--- src/rtl/lcell_pkg.sv ---
package lcell_pkg;

  typedef enum logic [2:0] {
    LC_LUT6    = 3'd0,
    LC_LUT5X2  = 3'd1,
    LC_RAM     = 3'd2,
    LC_SRL32   = 3'd3,
    LC_SRL16X2 = 3'd4
  } lc_mode_e;

  function automatic logic lc_is_shift(lc_mode_e m);
    return (m == LC_SRL32) || (m == LC_SRL16X2);
  endfunction

  function automatic logic lc_is_split(lc_mode_e m);
    return m == LC_SRL16X2;
  endfunction

endpackage

--- src/rtl/lcell_ctrl.sv ---
module lcell_ctrl
  import lcell_pkg::*;
(
  input  logic       clk,
  input  logic       rst,
  input  logic       mode_ld,
  input  logic       init_ld,
  input  logic [2:0] mode_in,
  input  logic       we,
  input  logic [1:0] sh_en,
  output lc_mode_e   mode_q,
  output logic       ram_wr_evt,
  output logic       lo_shift_evt,
  output logic       hi_shift_evt
);

  logic any_ld;
  logic ops_ok;

  always_ff @(posedge clk) begin
    if (rst)          mode_q <= LC_LUT6;
    else if (mode_ld) mode_q <= lc_mode_e'(mode_in);
  end

  assign any_ld       = init_ld | mode_ld;
  assign ops_ok       = ~any_ld & ~rst;
  assign ram_wr_evt   = ops_ok & we & (mode_q == LC_RAM);
  assign lo_shift_evt = ops_ok & sh_en[0] & lc_is_shift(mode_q);
  assign hi_shift_evt = ops_ok & sh_en[1] & lc_is_split(mode_q);

endmodule

--- src/rtl/lcell_store.sv ---
module lcell_store
  import lcell_pkg::*;
#(
  parameter int SEL_W = 6,
  localparam int DEPTH   = 1 << SEL_W,
  localparam int HALF    = DEPTH / 2,
  localparam int QUARTER = DEPTH / 4
) (
  input  logic             clk,
  input  lc_mode_e         mode_q,
  input  logic             init_ld,
  input  logic [DEPTH-1:0] init_bits,
  input  logic             ram_wr_evt,
  input  logic             lo_shift_evt,
  input  logic             hi_shift_evt,
  input  logic [SEL_W-1:0] sel,
  input  logic [1:0]       din,
  output logic [DEPTH-1:0] mem_q
);

  logic [DEPTH-1:0] mem_d;

  always_comb begin
    mem_d = mem_q;
    if (init_ld) begin
      mem_d = init_bits;
    end else if (ram_wr_evt) begin
      mem_d[sel] = din[0];
    end else begin
      if (lo_shift_evt) begin
        if (lc_is_split(mode_q))
          mem_d[QUARTER-1:0] = {mem_q[QUARTER-2:0], din[0]};
        else
          mem_d[HALF-1:0] = {mem_q[HALF-2:0], din[0]};
      end
      if (hi_shift_evt)
        mem_d[HALF-1:QUARTER] = {mem_q[HALF-2:QUARTER], din[1]};
    end
  end

  always_ff @(posedge clk) mem_q <= mem_d;

endmodule

--- src/rtl/lcell_read.sv ---
module lcell_read
  import lcell_pkg::*;
#(
  parameter int SEL_W = 6,
  localparam int DEPTH   = 1 << SEL_W,
  localparam int HALF    = DEPTH / 2,
  localparam int QUARTER = DEPTH / 4
) (
  input  lc_mode_e         mode_q,
  input  logic [DEPTH-1:0] mem_q,
  input  logic [SEL_W-1:0] sel,
  output logic [1:0]       o,
  output logic [1:0]       cas_o
);

  logic [SEL_W-1:0] idx_lo5, idx_hi5, idx_lo4, idx_hi4;

  assign idx_lo5 = {1'b0, sel[SEL_W-2:0]};
  assign idx_hi5 = {1'b1, sel[SEL_W-2:0]};
  assign idx_lo4 = {2'b00, sel[SEL_W-3:0]};
  assign idx_hi4 = {2'b01, sel[SEL_W-3:0]};

  always_comb begin
    o     = '0;
    cas_o = '0;
    case (mode_q)
      LC_LUT5X2: begin
        o[0] = mem_q[idx_lo5];
        o[1] = mem_q[idx_hi5];
      end
      LC_RAM: o[0] = mem_q[sel];
      LC_SRL32: begin
        o[0]     = mem_q[idx_lo5];
        cas_o[0] = mem_q[HALF-1];
      end
      LC_SRL16X2: begin
        o[0]  = mem_q[idx_lo4];
        o[1]  = mem_q[idx_hi4];
        cas_o = {mem_q[HALF-1], mem_q[QUARTER-1]};
      end
      default: o[0] = mem_q[sel];
    endcase
  end

endmodule

--- src/rtl/lcell_oreg.sv ---
module lcell_oreg #(
  parameter int N_OUT = 2
) (
  input  logic             clk,
  input  logic             rst,
  input  logic             ff_ce,
  input  logic             ff_srst,
  input  logic [N_OUT-1:0] d,
  output logic [N_OUT-1:0] q
);

  for (genvar i = 0; i < N_OUT; i++) begin : g_ff
    always_ff @(posedge clk) begin
      if (rst || ff_srst) q[i] <= 1'b0;
      else if (ff_ce)     q[i] <= d[i];
    end
  end

endmodule

--- src/rtl/cfg_logic_cell.sv ---
module cfg_logic_cell
  import lcell_pkg::*;
#(
  parameter int SEL_W = 6,
  localparam int DEPTH = 1 << SEL_W
) (
  input  logic             clk,
  input  logic             rst,
  input  logic             init_ld,
  input  logic [DEPTH-1:0] init_bits,
  input  logic             mode_ld,
  input  logic [2:0]       mode_in,
  input  logic [SEL_W-1:0] sel,
  input  logic [1:0]       din,
  input  logic             we,
  input  logic [1:0]       sh_en,
  input  logic             ff_ce,
  input  logic             ff_srst,
  output logic [1:0]       o,
  output logic [1:0]       q,
  output logic [1:0]       cas_o
);

  lc_mode_e         mode_q;
  logic [DEPTH-1:0] mem_q;
  logic             ram_wr_evt;
  logic             lo_shift_evt;
  logic             hi_shift_evt;

  lcell_ctrl u_ctrl (
    .clk(clk), .rst(rst), .mode_ld(mode_ld), .init_ld(init_ld),
    .mode_in(mode_in), .we(we), .sh_en(sh_en), .mode_q(mode_q),
    .ram_wr_evt(ram_wr_evt), .lo_shift_evt(lo_shift_evt),
    .hi_shift_evt(hi_shift_evt)
  );

  lcell_store #(.SEL_W(SEL_W)) u_store (
    .clk(clk), .mode_q(mode_q), .init_ld(init_ld), .init_bits(init_bits),
    .ram_wr_evt(ram_wr_evt), .lo_shift_evt(lo_shift_evt),
    .hi_shift_evt(hi_shift_evt), .sel(sel), .din(din), .mem_q(mem_q)
  );

  lcell_read #(.SEL_W(SEL_W)) u_read (
    .mode_q(mode_q), .mem_q(mem_q), .sel(sel), .o(o), .cas_o(cas_o)
  );

  lcell_oreg #(.N_OUT(2)) u_oreg (
    .clk(clk), .rst(rst), .ff_ce(ff_ce), .ff_srst(ff_srst), .d(o), .q(q)
  );

endmodule

--- config.mk ---
export PLATFORM = sky130hd
export DESIGN_NAME = cfg_logic_cell
export DESIGN_NICKNAME = d
export VERILOG_FILES = /design/src/rtl/lcell_pkg.sv /design/src/rtl/lcell_ctrl.sv /design/src/rtl/lcell_store.sv /design/src/rtl/lcell_read.sv /design/src/rtl/lcell_oreg.sv /design/src/rtl/cfg_logic_cell.sv
export SDC_FILE = /design/constraint.sdc
export NUM_CORES = 1
export LEC_CHECK = 0
export ABC_AREA = 1
export BUFFER_PORTS_ARGS = -buffer_cell sky130_fd_sc_hd__clkbuf_2
export CAP_MARGIN = 20
export CORE_UTILIZATION = 60
export CTS_BUF_LIST = sky130_fd_sc_hd__clkbuf_8
export CTS_CLUSTER_DIAMETER = 40
export DETAILED_ROUTE_END_ITERATION = 7
export PLACE_DENSITY = 0.95
export SLEW_MARGIN = 30
export SYNTH_ARGS = -nofsm -noshare
export SYNTH_HDL_FRONTEND = slang
export SYNTH_HIERARCHICAL = 1
export SYNTH_SLANG_ARGS = --single-unit
--- constraint.sdc ---
create_clock -name clk -period 3.3 [get_ports clk]
set_input_delay 0.495 -clock clk [delete_from_list [all_inputs] [get_ports clk]]
set_output_delay 0.495 -clock clk [all_outputs]
set_load 0.01 [all_outputs]
==> impl_metrics.tcl, run 1 <==
set metrics [dict create \
    outcome "finished, final reports clean" \
    synth.most_common_cell "nand2_1" \
    cts_root_buf "clkbuf_8" \
    required_ns 2.80 \
    use_met2_pct 54.0 \
    syn_area_um2 4910 \
    portBuffers 89 \
    seq_area_frac_synth_pct 41.2 \
    ys.flop_type "edfxtp_1" \
    cts.clk_slew.worst_paths_ns 0.07 \
    slowest_delay_ns 0.43 \
    place_area_um2 5330 \
    startpoint_type "input pin" \
    fin_area_um2 5510 \
    cp-end-kind "output port" \
    core_region_area_um2 7810 \
    grt_pass1_wl_um 22600 \
    hold_class "in2reg" \
    post_drt_wl_per_cell_um 15.4 \
    p_per_area_nw_per_um2 387 \
    die_height_um 92.4 \
    fin_total_pwr_mw 2.13 \
    slew-limit-headroom_pct 53.9 \
    rsz0062_at_grt "no" \
    synth_top_family_by_area "simple AND/OR/NAND/NOR gates" \
    timing.rr.start "u_ctrl/mode_q[2]$_SDFFE_PP0P_" \
    final_cells 930 \
    ir_worst_vdd_mv 0.203 \
    area_delta_synth_final_pct 12.3 \
    synth_top_cell_by_area "edfxtp_1" \
    fin_hold_ws_ns 0.371 \
    path_max_fanout 19 \
    antenna_found_initial 0 \
    cp_cell_sequence "clkbuf_2 > inv_2 > nand3_1 > nand3_1 > nand2_1 > nand2_1 > nand3_1 > nand2_1 > nand2_1 > nand3_1 > nand2_1 > clkbuf_2" \
    yosys_warnings 6 \
    period_needed_ns 2.73 \
    clock-sinks 69 \
    reg2reg_to "u_store/mem_q[17]$_DFFE_PP_" \
    drtPass1Iterations 7 \
    p_seq_share_pct 50.3 \
    cts_setup_buffers 0 \
    detail-route-antenna-nets 0 \
    cts_resized 0 \
    cts_buffers 9 \
    ys_ff_latch 69 \
    slowest_stage "inv_2" \
    start_util_pct 62.8 \
    grt_pass1_vias 4931 \
    path_buf_inv 3 \
    viasPerCell 5.91 \
    hp-start "mode_in[2]" \
    p_sw_mw 0.624 \
    finalWorstSetupSlack_ns 0.569 \
    crit_type "in2out" \
    synth_top_area_share_pct 39.2 \
    finalSetupViolations 0 \
    synth_adder_area_share_pct 0 \
    skew_ns 0.0154 \
    finish.net_count 907 \
    vias 5494 \
    synth_common_cells "nand2_1, nor2_1, nand3_1" \
    clockBufferDepth 2 \
    synth_compound_area_share_pct 4.67 \
    hold_path_depth 3 \
    hold_buffers 0 \
    diodes 0 \
    met3_usage_pct 8.54 \
    route.detailed.drc 0 \
    synth.avg_cell_area_um2 6.53 \
    critPathTopFamily "simple AND/OR/NAND/NOR gates" \
    syn_nets 835 \
    grt_max_degree 68 \
    grt_use_total_pct 34.2 \
    drive_above_1_share_pct 15.0 \
    max-cap-violations 0 \
    arrival_ns 2.24 \
    grtUsageMet1_pct 42.6 \
    p_leak_nw 2.62 \
    grt-busiest-layer "met2" \
    synth_cell_types 27 \
    reg2reg_slack_ns 1.10 \
    synthArstFlopShare_pct 0 \
    place_inst 914 \
    clk_latency_ns 0.36 \
    cts_tree "done" \
    floorplan.rows 32 \
    tightest_slew_ns 0.689 \
    wl_um 14300 \
    max_freq_mhz 366 \
    synth_cells 751 \
    hpwl_um 9730 \
    finalHoldViolations 0 \
    switching_share_pct 29.3 \
    pre_cts_slack_ns 0.641 \
    synth-simple-area-share_pct 46.1 \
    crit_top_cell "nand2_1" \
    cts-htree-levels 3 \
    overflow 0 \
    postLayoutCoreUtil_pct 70.6 \
    die_w_um 92.4 \
    hold_end "u_ctrl/mode_q[2]$_SDFFE_PP0P_" \
    gp_congestion 0.892 \
    muxShareOfSynthArea_pct 0 \
    fin_crit_sh_pct 82.8 \
    yosys.area_share.xor_xnor_pct 0 \
    finalSetupTns_ns 0 \
    synth_edf_count 64 \
    internal-power_mw 1.51 \
    final_max_slew_viol_count 0 \
    first_iter_violations 693 \
    combPwrFrac_pct 17.7 \
    rr_worst_depth 8 \
    die_area_um2 8540 \
    clock_power_share_pct 32.0 \
    ios 90 \
    synth_area_leaders "edfxtp_1, nand2_1, nor2_1" \
]
power groups by stage:
stage / clock network (mW) / logic [mW] / registers [mW]
finish: 0.682 / 0.377 / 1.07
global route: 0.718 / 0.415 / 1.08
CTS: 0.681 / 0.367 / 1.07
detailed placement: 0 / 0.363 / 1.09
global placement: 0 / 0.348 / 1.09
floorplan: 0 / 0.243 / 1.08
worst reg2reg max path: cells and delay by family, from the launching register on:
family | cells | cell delay, ns
DFF | 1 | 0.48
and+or+nand+nor | 7 | 1.11
buffers and inverters | 1 | 0.35
logic make-up (layout without fill, tap and decap cells):
family / Yosys count / after routing
flip-flops: 69 / 69
buffers and inverters: 82 / 159
AO/OA/AOI/OAI: 42 / 42
AND/OR/NAND/NOR: 558 / 558
layer usage:
layer  routed length (µm)  up-vias
met2                 6600      442
li1                     -     2547
met4                  732        0
met5                    0        -
met3                 1790       88
met1                 5210     2417
worst max path at each step:
stage                       to    from  cells after the start
after detailed placement  o[0]  sel[1]                     12
after CTS                 o[0]  sel[1]                     12
after global placement    o[0]  sel[1]                     12
after floorplan           o[0]  sel[0]                     13
final                     o[0]  sel[1]                     12
after global routing      o[0]  sel[1]                     11
cell type report:
class,instances,area (µm²)
fill,634,2300
multi-input combinational,600,2500
clock inverter,7,60.1
timing repair buffer,96,498
clock buffer,9,124
sequential,69,2020
tap,102,128
inverter,47,184
state kept, by name (all words and copies together) (netlist names):
name	flops
u_store/mem_q	64
u_ctrl/mode_q	3
u_oreg/q	2
cell usage in the layout, fill, tap and decap left out, types with 4 or more instances in the layout:
cell type,n
clkbuf_2,89
o211ai_1,4
edfxtp_1,64
clkbuf_8,9
inv_1,45
a21oi_1,5
o21ai_0,28
nand3_1,97
nand2_1,316
nor2_2,5
dfxtp_1,5
nor2_1,132
buf_4,7
No activity file was read; power rests on OpenSTA's default activity.
==> run 2, diff against run 1 <==
ABC_AREA = 0   (was 1)
CORE_UTILIZATION = 52   (was 60)
PLACE_DENSITY = 0.89   (was 0.95)
clock period = 2.32 ns   (was 3.3 ns; I/O delays follow)
==> impl_metrics.tcl, run 2 <==
set metrics [dict create \
    outcome "finished with violations" \
    violations "negative setup slack" \
    antenna_found_initial 0 \
    p_leak_nw 2.21 \
    detail-route-antenna-nets 0 \
    start_util_pct 54.8 \
    route.detailed.drc 0 \
    fin_crit_sh_pct 110 \
    synth.most_common_cell "edfxtp_1" \
    overflow 0 \
    fin_area_um2 5450 \
    arrival_ns 2.21 \
    max_freq_mhz 391 \
    final_max_slew_viol_count 0 \
    required_ns 1.97 \
    cts_buffers 9 \
    first_iter_violations 698 \
    synth_top_cell_by_area "edfxtp_1" \
    crit_path_end "o[0]" \
    ir_worst_vdd_mv 0.319 \
    fin_hold_ws_ns 0.173 \
    floorplan.rows 33 \
    clockBufferDepth 2 \
    finalSetupViolations 2 \
    synth_common_cells "edfxtp_1, o21ai_0, nand2_1" \
    synth_top_area_share_pct 41.8 \
    grt_use_total_pct 31.6 \
    yosys_warnings 6 \
    hold_path_depth 2 \
    synth_adder_area_share_pct 0 \
    grt_max_degree 65 \
    largest_reg_flops 64 \
    place_area_um2 5190 \
    hold_buffers 0 \
    max-cap-violations 0 \
    cp-end-kind "output port" \
    final_common_cell "clkbuf_2" \
    largest_registers "u_store/mem_q x64, u_ctrl/mode_q x3, u_oreg/q x2" \
    hpwl_um 9660 \
    startpoint_type "register" \
    synth_compound_area_share_pct 24.9 \
    cts-htree-levels 3 \
    wl_um 14000 \
    vias 4368 \
    die_w_um 96.0 \
    die_height_um 96.0 \
    syn_area_um2 4590 \
    gp_congestion 0.944 \
    hold_class "in2reg" \
    slew-limit-headroom_pct 51.4 \
    layout_common_cells "clkbuf_2, edfxtp_1, o21ai_0, nand2_1, a22oi_1" \
    finalHoldViolations 0 \
    core_region_area_um2 8380 \
    cts_root_buf "clkbuf_8" \
    synth_top_family_by_area "compound AO/OA/AOI/OAI gates" \
    skew_ns 0.0100 \
    drtPass1Iterations 5 \
    diodes 0 \
    ys_ff_latch 69 \
    clock-sinks 69 \
    reg2reg_to "u_oreg/q[0]$_SDFFE_PP0P_" \
    syn_nets 541 \
    cts_tree "done" \
    finalWorstSetupSlack_ns -0.239 \
    synth-simple-area-share_pct 16.1 \
    tightest_slew_ns 0.727 \
    yosys.area_share.xor_xnor_pct 0 \
    synth_area_leaders "edfxtp_1, o21ai_0, a22oi_1" \
    die_area_um2 9210 \
    period_needed_ns 2.56 \
    path_max_fanout 2 \
    synth.avg_cell_area_um2 10.1 \
    portBuffers 89 \
    p_per_area_nw_per_um2 566 \
    startpoint "u_store/mem_q[28]$_DFFE_PP_" \
    reg2reg_slack_ns 0.04 \
    crit_type "reg2out" \
    post_drt_wl_per_cell_um 21.4 \
    ios 90 \
    timing.rr.start "u_store/mem_q[28]$_DFFE_PP_" \
    seq_area_frac_synth_pct 44.0 \
    grt_pass1_wl_um 21200 \
    clk_latency_ns 0.35 \
    synth_cells 457 \
    hp-start "ff_srst" \
    top_register "u_store/mem_q" \
    drive_above_1_share_pct 31.0 \
    finish.net_count 628 \
    synth_edf_count 64 \
    rsz0062_at_grt "yes" \
    rr_worst_depth 9 \
    synth_cell_types 53 \
    viasPerCell 6.68 \
    grt_pass1_vias 4117 \
    muxShareOfSynthArea_pct 9.97 \
    synthArstFlopShare_pct 0 \
    area_delta_synth_final_pct 18.7 \
    cts.clk_slew.worst_paths_ns 0.08 \
    ys.flop_type "edfxtp_1" \
]
==> run 2: layer usage <==
metal / routed length (µm) / vias up / GRT usage [%]
met5: 0 / - / 0
met4: 800 / 0 / 16.9
met3: 1590 / 73 / 6.08
met2: 6560 / 378 / 50.9
met1: 5080 / 2004 / 40.0
li1: - / 1913 / -
==> run 2: how the worst min path moves through the flow <==
stage,endpoint,slack (ns)
after floorplan,u_ctrl/mode_q[0]$_SDFFE_PP0P_,0.42
after global placement,u_oreg/q[0]$_SDFFE_PP0P_,0.51
after detailed placement,u_oreg/q[0]$_SDFFE_PP0P_,0.54
after CTS,u_oreg/q[0]$_SDFFE_PP0P_,0.17
after global routing,u_oreg/q[0]$_SDFFE_PP0P_,0.18
final,u_oreg/q[0]$_SDFFE_PP0P_,0.17
==> run 2: where the power goes <==
group          internal (mW)  switching, mW
Combinational          0.265          0.321
Sequential              1.47         0.0508
Clock                  0.490          0.485
==> run 2: stage by stage <==
step	power, mW	instances	util [%]	setup WS, ns	setup TNS, ns
after global placement	2.06	634	61.9	-0.0720	-0.879
after global routing	3.18	654	65.1	-0.286	-0.485
after floorplan	1.87	457	-	0.173	0
final	3.08	654	65.1	-0.239	-0.361
after detailed placement	2.09	634	62.0	-0.158	-3.50
after CTS	3.06	652	64.5	-0.234	-0.234
==> run 2: layout make-up <==
class	count	area [µm²]
Clock buffer	9	124
Clock inverter	7	67.6
Fill cell	646	2930
Inverter	1	3.75
Multi-Input combinational cell	343	2390
Sequential cell	69	2020
Tap cell	105	131
Timing Repair Buffer	120	718
==> run 2: critical path, stage by stage, from the launching register on <==
cell and delay, ns:
edfxtp_1 0.44, mux4_2 0.49, mux2_4 0.29, mux2_4 0.26, o211ai_2 0.15, nand3_2 0.09
clkbuf_2 0.14
==> run 2: what timing repair did <==
action | 4_1_cts | 5_1_grt
setup buffers | 2 | 2
endpoints found under the setup margin | 16 | 53
gates resized for setup | 6 | 13
pin swaps | 0 | 1
==> run 2: kinds of logic after synthesis <==
group	count (synthesis)
buffers and inverters	45
multiplexers	36
flip-flops	69
AND/OR/NAND/NOR	134
AO/OA/AOI/OAI	173
==> run 3, diff against run 2 <==
SKIP_CTS_REPAIR_TIMING = 1   (was unset)
clock period = 2.1 ns   (was 2.32 ns; I/O delays follow)
==> impl_metrics.tcl, run 3 (synthesis gave the netlist of run 2 again) <==
set metrics [dict create \
    violations "negative setup slack" \
    drive_above_1_share_pct 36.8 \
    grtUsageMet1_pct 40.9 \
    cts_tree "done" \
    top_register "u_store/mem_q" \
    finish.net_count 669 \
    slowest_stage "mux4_1" \
    crit_type "reg2out" \
    final_common_cell "clkbuf_2" \
    vias 4743 \
    startpoint_type "register" \
    seqCellArea_um2 2020 \
    die_height_um 96.0 \
    rsz0062_at_grt "yes" \
    largest_registers "u_store/mem_q x64, u_ctrl/mode_q x3, u_oreg/q x2" \
    grt-busiest-layer "met2" \
    path_max_fanout 2 \
    slew-limit-headroom_pct 59.4 \
    drtPass1Iterations 6 \
    required_ns 1.78 \
    p_leak_nw 2.47 \
    place_inst 671 \
    floorplan.rows 33 \
    portBuffers 89 \
    clock_power_share_pct 30.3 \
    arrival_ns 2.28 \
    grt_max_degree 65 \
    multi_input_area_um2 2470 \
    combPwrFrac_pct 21.6 \
    nFillCells 565 \
    period_needed_ns 2.59 \
    reg2reg_slack_ns -0.24 \
    clk_latency_ns 0.35 \
    ios 90 \
    gp_congestion 0.924 \
    grt_pass1_vias 4379 \
    finalHoldViolations 0 \
    tightest_slew_ns 0.607 \
    cts.clk_slew.worst_paths_ns 0.08 \
    hold_class "in2reg" \
    core_region_area_um2 8380 \
    start_util_pct 54.8 \
    area_delta_synth_final_pct 28.1 \
    skew_ns 0.00804 \
    diodes 0 \
    viasPerCell 6.82 \
    hpwl_um 10100 \
    p_seq_share_pct 48.1 \
    grt_use_total_pct 33.2 \
    cp_cell_sequence "mux4_1 > mux2_4 > mux2_4 > o211ai_2 > nand3_2 > buf_6" \
    slowest_delay_ns 0.52 \
    p_sw_mw 0.986 \
    overflow 0 \
    route.detailed.drc 0 \
    outcome "finished with violations" \
    ir_worst_vdd_mv 0.312 \
    die_w_um 96.0 \
    finalSetupViolations 3 \
    finalWorstSetupSlack_ns -0.493 \
    max_freq_mhz 386 \
    clock-sinks 69 \
    fin_crit_sh_pct 123 \
    met3_usage_pct 7.66 \
    final_max_slew_viol_count 0 \
    fin_total_pwr_mw 3.50 \
    grt_pass1_wl_um 22200 \
    fin_area_um2 5880 \
    pre_cts_slack_ns -0.294 \
    first_iter_violations 839 \
    post_drt_wl_per_cell_um 23.0 \
    cts_buffers 9 \
    clockBufferDepth 2 \
    p_per_area_nw_per_um2 595 \
    die_area_um2 9210 \
    layout_common_cells "clkbuf_2, buf_4, edfxtp_1, nand2_1, o21ai_0" \
    cts-htree-levels 3 \
    antenna_found_initial 0 \
    cp-end-kind "output port" \
    use_met2_pct 53.1 \
    largest_reg_flops 64 \
    finalSetupTns_ns -1.10 \
    cts_root_buf "clkbuf_8" \
    place_area_um2 5480 \
    max-cap-violations 0 \
    wl_um 16000 \
    internal-power_mw 2.51 \
    detail-route-antenna-nets 0 \
    crit_top_cell "mux2_4" \
    final_cells 695 \
    switching_share_pct 28.2 \
]
==> run 3: changes by cell type in the layout (fill, tap and decap cells not counted), moves of 2 or more <==
| cell | change |
|---|---|
| buf_6 | +3 |
| buf_4 | +37 |
| mux4_1 | +2 |
| o21ai_1 | +11 |
| o21ai_0 | -13 |
| o21bai_1 | -4 |
| mux4_2 | -2 |
| o21ai_2 | +2 |
| o21bai_4 | +4 |
==> run 3: routing by layer <==
| layer | part of all wire, % | wire, µm | vias to the layer above |
|---|---|---|---|
| li1 | - | - | 2002 |
| met1 | 35 | 5530 | 2174 |
| met2 | 45 | 7240 | 453 |
| met3 | 13 | 2150 | 114 |
| met4 | 6.4 | 1030 | 0 |
| met5 | 0 | 0 | - |
==> run 3: final timing paths <==
check	start	endpoint	depth (start not counted)
max reg2reg	u_store/mem_q[24]$_DFFE_PP_	u_oreg/q[0]$_SDFFE_PP0P_	9
min	ff_srst	u_oreg/q[0]$_SDFFE_PP0P_	2
min reg2reg	u_oreg/q[0]$_SDFFE_PP0P_	u_oreg/q[0]$_SDFFE_PP0P_	2
max	u_store/mem_q[24]$_DFFE_PP_	o[0]	6
==> run 3: through the flow <==
step                hold WS [ns]  util [%]
floorplan                  0.387         -
global placement           0.498      65.4
detailed placement         0.508      65.4
CTS                        0.135      67.6
global route               0.149      70.2
finish                     0.145      70.2
==> run 3: final cells by class <==
type	instances	share of cell area (%)
multi-input combinational	343	42.1
tap	105	2.23
timing repair buffer	161	18.1
clock inverter	7	1.00
inverter	1	0.0638
sequential	69	34.4
clock buffer	9	2.11
==> run 3: worst max-delay path: cells and delay by family, from the launching register on <==
family	cells	cell delay, ns
muxes	3	1.09
buffers and inverters	1	0.14
DFF	1	0.42
AOI/OAI and AO/OA	1	0.16
and+or+nand+nor	1	0.10
==> run 3: power by group through the flow <==
stage	Combinational [mW]	Clock (mW)	Sequential, mW
after floorplan	0.377	0	1.69
after global placement	0.625	0	1.70
after detailed placement	0.650	0	1.71
after CTS	0.661	1.06	1.68
after global routing	0.790	1.12	1.69
final	0.755	1.06	1.68
